### src/rtl/ivc_pkg.sv
package ivc_pkg;

  localparam int VEC_PER_BANK = 32;
  localparam int MAX_BANKS    = 8;
  localparam int BANK_IDX_W   = 3;

  typedef logic [VEC_PER_BANK-1:0] vec_word_t;

  // Decoded register select
  typedef struct packed {
    logic                  hit;
    logic                  is_enable;
    logic [BANK_IDX_W-1:0] bank;
  } reg_sel_t;

endpackage

### src/rtl/ivc_edge_sync.sv
module ivc_edge_sync #(
  parameter int WIDTH  = 32,
  parameter int STAGES = 2
) (
  input  logic             clk,
  input  logic             rst_n,
  input  logic [WIDTH-1:0] src_i,
  output logic [WIDTH-1:0] rise_o
);

  logic [STAGES-1:0][WIDTH-1:0] chain_q;
  logic [STAGES-1:0][WIDTH-1:0] chain_d;
  logic [WIDTH-1:0]             prev_q;
  logic [WIDTH-1:0]             prev_d;
  logic                         shift_en;

  assign shift_en = 1'b1;

  always_comb begin
    chain_d[0] = src_i;
    for (int s = 1; s < STAGES; s++) begin
      chain_d[s] = chain_q[s-1];
    end
    prev_d = chain_q[STAGES-1];
  end

  always_ff @(posedge clk or negedge rst_n) begin
    if (!rst_n) begin
      chain_q <= '0;
      prev_q  <= '0;
    end else if (shift_en) begin
      chain_q <= chain_d;
      prev_q  <= prev_d;
    end
  end

  assign rise_o = chain_q[STAGES-1] & ~prev_q;

  // A detected rise must come from a low previous sample
  AST_RISE_FROM_LOW: assert property (@(posedge clk) disable iff (!rst_n)
    (|rise_o) |=> ((prev_q & $past(rise_o)) == $past(rise_o)));

endmodule

### src/rtl/ivc_bank.sv
module ivc_bank
  import ivc_pkg::*;
#(
  parameter int WIDTH = VEC_PER_BANK
) (
  input  logic             clk,
  input  logic             rst_n,
  input  logic [WIDTH-1:0] rise_i,
  input  logic             wr_cause_i,
  input  logic             wr_enable_i,
  input  logic [WIDTH-1:0] wdata_i,
  output logic [WIDTH-1:0] cause_o,
  output logic [WIDTH-1:0] enable_o,
  output logic             parent_o
);

  logic [WIDTH-1:0] cause_q, cause_d;
  logic [WIDTH-1:0] enable_q, enable_d;
  logic             parent_q, parent_d;
  logic [WIDTH-1:0] clr_mask;
  logic             cause_en;

  always_comb begin
    clr_mask = wr_cause_i ? wdata_i : '0;
    // a new edge beats an acknowledge of the same bit
    cause_d  = (cause_q & ~clr_mask) | rise_i;
    cause_en = wr_cause_i | (|rise_i);
    enable_d = wdata_i;
    parent_d = |(cause_q & enable_q);
  end

  always_ff @(posedge clk or negedge rst_n) begin
    if (!rst_n) begin
      cause_q <= '0;
    end else if (cause_en) begin
      cause_q <= cause_d;
    end
  end

  always_ff @(posedge clk or negedge rst_n) begin
    if (!rst_n) begin
      enable_q <= '0;
    end else if (wr_enable_i) begin
      enable_q <= enable_d;
    end
  end

  always_ff @(posedge clk or negedge rst_n) begin
    if (!rst_n) begin
      parent_q <= 1'b0;
    end else begin
      parent_q <= parent_d;
    end
  end

  assign cause_o  = cause_q;
  assign enable_o = enable_q;
  assign parent_o = parent_q;

  AST_EDGE_SETS_CAUSE: assert property (@(posedge clk) disable iff (!rst_n)
    (|rise_i) |=> ((cause_q & $past(rise_i)) == $past(rise_i)));

  AST_CLEAR_TAKES: assert property (@(posedge clk) disable iff (!rst_n)
    (wr_cause_i && ((wdata_i & rise_i) == '0)) |=> ((cause_q & $past(wdata_i)) == '0));

  AST_NO_SET_WITHOUT_EDGE: assert property (@(posedge clk) disable iff (!rst_n)
    1'b1 |=> ((cause_q & ~$past(cause_q) & ~$past(rise_i)) == '0));

  AST_ENABLE_STABLE: assert property (@(posedge clk) disable iff (!rst_n)
    !wr_enable_i |=> $stable(enable_q));

  AST_ENABLE_STORES: assert property (@(posedge clk) disable iff (!rst_n)
    wr_enable_i |=> (enable_q == $past(wdata_i)));

  AST_MASKED_LINE_LOW: assert property (@(posedge clk) disable iff (!rst_n)
    (enable_q == '0) |=> !parent_o);

endmodule

### src/rtl/ivc_regif.sv
module ivc_regif
  import ivc_pkg::*;
#(
  parameter int NUM_BANKS = 8,
  parameter int ADDR_W    = 8
) (
  input  logic                                    clk,
  input  logic                                    rst_n,
  input  logic                                    req_valid_i,
  input  logic                                    req_write_i,
  input  logic [ADDR_W-1:0]                       req_addr_i,
  input  logic [NUM_BANKS-1:0][VEC_PER_BANK-1:0]  cause_i,
  input  logic [NUM_BANKS-1:0][VEC_PER_BANK-1:0]  enable_i,
  output logic [NUM_BANKS-1:0]                    wr_cause_o,
  output logic [NUM_BANKS-1:0]                    wr_enable_o,
  output logic [VEC_PER_BANK-1:0]                 rdata_o
);

  localparam int WORD_LSB  = 2;
  localparam int FIELD_MSB = WORD_LSB + BANK_IDX_W;   // bit 5 picks the enable array
  localparam int HIGH_LSB  = FIELD_MSB + 1;

  reg_sel_t               sel;
  logic                   rd_req;
  logic                   wr_req;
  logic [VEC_PER_BANK-1:0] rd_word;
  logic [VEC_PER_BANK-1:0] rdata_q, rdata_d;

  always_comb begin
    sel.bank      = req_addr_i[FIELD_MSB-1:WORD_LSB];
    sel.is_enable = req_addr_i[FIELD_MSB];
    sel.hit       = (req_addr_i[WORD_LSB-1:0] == '0) &&
                    (req_addr_i[ADDR_W-1:HIGH_LSB] == '0) &&
                    (int'(sel.bank) < NUM_BANKS);
  end

  assign rd_req = req_valid_i & ~req_write_i;
  assign wr_req = req_valid_i &  req_write_i;

  always_comb begin
    wr_cause_o  = '0;
    wr_enable_o = '0;
    rd_word     = '0;
    for (int b = 0; b < NUM_BANKS; b++) begin
      if (sel.hit && (int'(sel.bank) == b)) begin
        wr_cause_o[b]  = wr_req & ~sel.is_enable;
        wr_enable_o[b] = wr_req &  sel.is_enable;
        rd_word        = sel.is_enable ? enable_i[b] : cause_i[b];
      end
    end
    rdata_d = (rd_req && sel.hit) ? rd_word : '0;
  end

  always_ff @(posedge clk or negedge rst_n) begin
    if (!rst_n) begin
      rdata_q <= '0;
    end else begin
      rdata_q <= rdata_d;
    end
  end

  assign rdata_o = rdata_q;

  AST_UNMAPPED_READ_ZERO: assert property (@(posedge clk) disable iff (!rst_n)
    (rd_req && !sel.hit) |=> (rdata_o == '0));

  AST_IDLE_READ_ZERO: assert property (@(posedge clk) disable iff (!rst_n)
    !rd_req |=> (rdata_o == '0));

  AST_ONE_WRITE_TARGET: assert property (@(posedge clk) disable iff (!rst_n)
    $countones({wr_cause_o, wr_enable_o}) <= 1);

  AST_UNMAPPED_NO_WRITE: assert property (@(posedge clk) disable iff (!rst_n)
    (!sel.hit) |-> ({wr_cause_o, wr_enable_o} == '0));

endmodule

### src/rtl/irq_vec_bank_ctrl.sv
module irq_vec_bank_ctrl
  import ivc_pkg::*;
#(
  parameter int NUM_BANKS   = 8,
  parameter int ADDR_W      = 8,
  parameter int SYNC_STAGES = 2,
  parameter int RST_STAGES  = 2
) (
  input  logic                           clk,
  input  logic                           rst_n,
  input  logic [NUM_BANKS*VEC_PER_BANK-1:0] irq_src,
  input  logic                           reg_valid,
  input  logic                           reg_write,
  input  logic [ADDR_W-1:0]              reg_addr,
  input  logic [VEC_PER_BANK-1:0]        reg_wdata,
  output logic [VEC_PER_BANK-1:0]        reg_rdata,
  output logic [NUM_BANKS-1:0]           parent_irq
);

  localparam int NUM_VEC = NUM_BANKS * VEC_PER_BANK;

  // reset: asserted asynchronously, released on a clock edge
  logic [RST_STAGES-1:0] rst_pipe_q;
  logic                  rst_int_n;

  always_ff @(posedge clk or negedge rst_n) begin
    if (!rst_n) begin
      rst_pipe_q <= '0;
    end else begin
      rst_pipe_q <= {rst_pipe_q[RST_STAGES-2:0], 1'b1};
    end
  end

  assign rst_int_n = rst_pipe_q[RST_STAGES-1];

  logic [NUM_VEC-1:0]                      rise_all;
  logic [NUM_BANKS-1:0][VEC_PER_BANK-1:0]  cause_all;
  logic [NUM_BANKS-1:0][VEC_PER_BANK-1:0]  enable_all;
  logic [NUM_BANKS-1:0]                    wr_cause;
  logic [NUM_BANKS-1:0]                    wr_enable;

  ivc_edge_sync #(
    .WIDTH  (NUM_VEC),
    .STAGES (SYNC_STAGES)
  ) u_sync (
    .clk    (clk),
    .rst_n  (rst_int_n),
    .src_i  (irq_src),
    .rise_o (rise_all)
  );

  ivc_regif #(
    .NUM_BANKS (NUM_BANKS),
    .ADDR_W    (ADDR_W)
  ) u_regif (
    .clk         (clk),
    .rst_n       (rst_int_n),
    .req_valid_i (reg_valid),
    .req_write_i (reg_write),
    .req_addr_i  (reg_addr),
    .cause_i     (cause_all),
    .enable_i    (enable_all),
    .wr_cause_o  (wr_cause),
    .wr_enable_o (wr_enable),
    .rdata_o     (reg_rdata)
  );

  for (genvar b = 0; b < NUM_BANKS; b++) begin : g_bank
    ivc_bank #(
      .WIDTH (VEC_PER_BANK)
    ) u_bank (
      .clk         (clk),
      .rst_n       (rst_int_n),
      .rise_i      (rise_all[b*VEC_PER_BANK +: VEC_PER_BANK]),
      .wr_cause_i  (wr_cause[b]),
      .wr_enable_i (wr_enable[b]),
      .wdata_i     (reg_wdata),
      .cause_o     (cause_all[b]),
      .enable_o    (enable_all[b]),
      .parent_o    (parent_irq[b])
    );

    AST_LINE_FOLLOWS_PENDING: assert property (@(posedge clk) disable iff (!rst_int_n)
      ((cause_all[b] & enable_all[b]) != '0) |=> parent_irq[b]);
  end

  initial begin
    AST_BANK_RANGE: assert (NUM_BANKS >= 1 && NUM_BANKS <= MAX_BANKS && RST_STAGES >= 2 && SYNC_STAGES >= 2);
  end

endmodule

### config.mk
export PLATFORM = sky130hd
export DESIGN_NAME = irq_vec_bank_ctrl
export DESIGN_NICKNAME = d
export VERILOG_FILES = /design/src/rtl/ivc_pkg.sv /design/src/rtl/ivc_edge_sync.sv /design/src/rtl/ivc_bank.sv /design/src/rtl/ivc_regif.sv /design/src/rtl/irq_vec_bank_ctrl.sv
export SDC_FILE = /design/constraint.sdc
export NUM_CORES = 2
export LEC_CHECK = 0
export ABC_AREA = 1
export BUFFER_PORTS_ARGS = -buffer_cell sky130_fd_sc_hd__buf_4
export CAP_MARGIN = 30
export CORE_MARGIN = 2
export CORE_UTILIZATION = 60
export CTS_BUF_LIST = sky130_fd_sc_hd__clkbuf_16
export DETAILED_ROUTE_END_ITERATION = 10
export PLACE_DENSITY = 0.79
export SLEW_MARGIN = 20
export SYNTH_ARGS = -nofsm -noshare
export SYNTH_HDL_FRONTEND = slang
export SYNTH_SLANG_ARGS = --single-unit
### constraint.sdc
create_clock -name clk -period 118.8 [get_ports clk]
set_clock_uncertainty 0.1 [all_clocks]
set_input_delay 23.76 -clock clk [delete_from_list [all_inputs] [get_ports clk]]
set_output_delay 23.76 -clock clk [all_outputs]
set_load 0.02 [all_outputs]
==> qor.yml <==
grt_pass1_wl_mm: 197
ios: 340
setup_viol: 0
dp_slack_ns: 91.36
grt-busiest-layer: "met2"
seqPwrFrac: 0.526
route.antenna.remaining_nets: 0
first_global_vias: 32821
layout_setup_ws_ns: 92.15
syn_inst: 4238
fin_nets: 4845
cts.htree.levels: 3
wirelength_mm: 132
rrSetupSlack_ns: 114.91
drcViolationCount: 0
clock_power_share: 0.424
p_leak_nw: 25.3
yosysSeqAreaShare: 0.717
cts_tree: "built"
placed_cells: 5436
post_cts_resized: 0
ys_ff_latch: 1322
ctsLongestPathBuffers: 3
critPathKind: "in2reg"
synth.avg_cell_area_um2: 10.9
switching_power_uw: 212
worst_ep_required_time_ns: 119.25
final_cells: 5670
cts.sinks: 1322
grt-ovfl-total: 0
gp_congestion: 0.961
fmax_mhz: 37.5
finalMaxSlewViolations: 0
crit_arrival_ns: 27.10
clk_pin_slew_ns: 0.06
peakVddDrop_mv: 0.0154
critPathBufInv: 5
grt_antenna_before_repair: 5
grt_use_met2: 0.515
maxSlewHeadroom: 0.261
comb_power_share: 0.050
worstMarginPinSlew_ns: 1.11
synth_cell_types: 30
grtUsageMet3: 0.0668
sw_frac_of_total: 0.234
rsz0062_at_grt: "no"
multi_input_area_mm2: 0.0110
startpoint_type: "input port"
postCtsHoldBufs: 0
endpoint_kind: "flip-flop"
maxCapViolCount: 0
vias: 33257
port-buffer-count: 339
crit_family: "buffers and inverters"
synth_area_mm2: 0.0462
grt_max_degree: 174
dieArea_mm2: 0.0792
cts-root-buf: "clkbuf_16"
fin_util: 0.708
start_util: 0.607
rows: 101
layout_min_cycle_time_ns: 26.65
hpwl_mm: 85.7
wl_per_cell_um: 23.2
hold_violations: 0
drtPass1Iterations: 9
grt_util_all_layers: 0.338
placed_cell_area_mm2: 0.0495
whs_ns: 0.240
final_common_cell: "dfrtp_1"
clk-insertion-delay-late_ns: 0.73
period_share: 0.224
crit_chain: "buf_4 -> inv_1 -> nand2_1 -> nor2_4 -> buf_4 -> nand3b_1 -> inv_1 -> nand2_2 -> buf_16 -> nand2_1 -> o21ai_0"
regArea_mm2: 0.0331
grt_util_met1: 0.471
drive_gt1_frac: 0.139
critical-path-max-stage-delay_ns: 0.80
cts_buffers: 120
p_per_area_mw_per_mm2: 16.8
status: "finished clean"
crit_fanout: 68
fillers: 5334
cp_slowest_cell: "inv_1"
synth_fp_nets: 4538
final_cell_mix: "dfrtp_1 (1321), nand2_1 (995), o21ai_0 (756), buf_4 (364), inv_1 (358)"
die_x_um: 281
area_growth_pct: 16.7
drt_iter0_drc: 4492
viasPerCell: 5.87
postCtsSetupBuffers: 0
min_path_type: "reg2reg"
yosysWarnings: 0
dieHeight_um: 281
finalInstanceArea_mm2: 0.0539
internal_power_uw: 694
power_uw: 906
setup_tns_ns: 0
coreArea_mm2: 0.0761
-- cell families (layout without fill, tap and decap cells) --
logic type / count (synthesis) / in the layout / synth area share
and+or+nand+nor: 1404 / 1404 / 0.126
muxes: 1 / 1 / 0.000217
other: 1 / 2 / 0.0000812
DFF: 1322 / 1322 / 0.717
buffers and inverters: 551 / 952 / 0.0465
AOI/OAI and AO/OA: 959 / 959 / 0.111
-- worst register-to-register path, stage by stage (launching register included) --
cell and delay [ns]:
dfrtp_4 0.94, buf_12 0.62, buf_4 0.79, buf_4 0.36, buf_16 0.33, buf_4 0.58
buf_12 0.35
-- cells in the mapped netlist (all sizes together) --
master / n / share of area
o2111ai: 1 / 0.00019
a21oi: 59 / 0.0064
a221oi: 25 / 0.0047
a22o: 11 / 0.0021
nor3: 6 / 0.0012
a31oi: 31 / 0.0042
buf: 54 / 0.0061
nand3: 102 / 0.011
inv: 344 / 0.028
nand2: 1003 / 0.082
and3: 2 / 0.00027
nor4: 5 / 0.00068
o211ai: 55 / 0.0089
nand4: 72 / 0.0098
conb: 1 / 0.000081
dfrtp: 1322 / 0.72
nor2: 157 / 0.013
clkbuf: 153 / 0.012
mux2i: 1 / 0.00022
o21ai: 777 / 0.084
or2: 56 / 0.0076
nand3b: 1 / 0.00016
-- power groups by stage --
stage | Combinational [mW] | Sequential (mW) | Clock (mW)
after CTS | 0.0445 | 0.477 | 0.387
after floorplan | 0.0181 | 0.488 | 0
final | 0.0455 | 0.477 | 0.384
after detailed placement | 0.0439 | 0.484 | 0
after global routing | 0.0498 | 0.478 | 0.407
after global placement | 0.0430 | 0.484 | 0
-- layout make-up --
cell class              instances  area share
inverters                     344      0.0241
flip-flops and latches       1322       0.614
clock buffers                 121      0.0562
clock inverters                95      0.0164
well taps                    1030      0.0239
multi-input cells            2365       0.203
repair buffers                392      0.0619
diodes                          1   0.0000465
-- registers in the layout (all words and copies together), names as in the netlist --
name and cells:
u_regif.rdata_o 32, rst_pipe_q 2, g_bank.u_bank.enable_o 256, g_bank.u_bank.cause_o 256, g_bank.u_bank.parent_o 8, u_sync.chain_d 256, u_sync.prev_d 256, u_sync.prev_q 256
-- worst paths after layout --
check                                    start                            end  cells past startpoint
min reg2reg                u_sync.chain_d[339]              u_sync.prev_d[83]                      0
max reg2reg                      rst_pipe_q[1]              u_sync.prev_q[29]                      6
min                        u_sync.chain_d[339]              u_sync.prev_d[83]                      0
max in group asynchronous                rst_n                  rst_pipe_q[1]                      1
min in group asynchronous        rst_pipe_q[1]            u_sync.chain_d[435]                      0
max                                reg_addr[6]  g_bank[4].u_bank.enable_o[30]                     11
-- routing by layer --
layer	wire length, µm	vias up
li1	-	14367
met1	50200	16451
met2	61300	2017
met3	12700	418
met4	7410	4
met5	31	-
(Power assumes the default switching activity.)
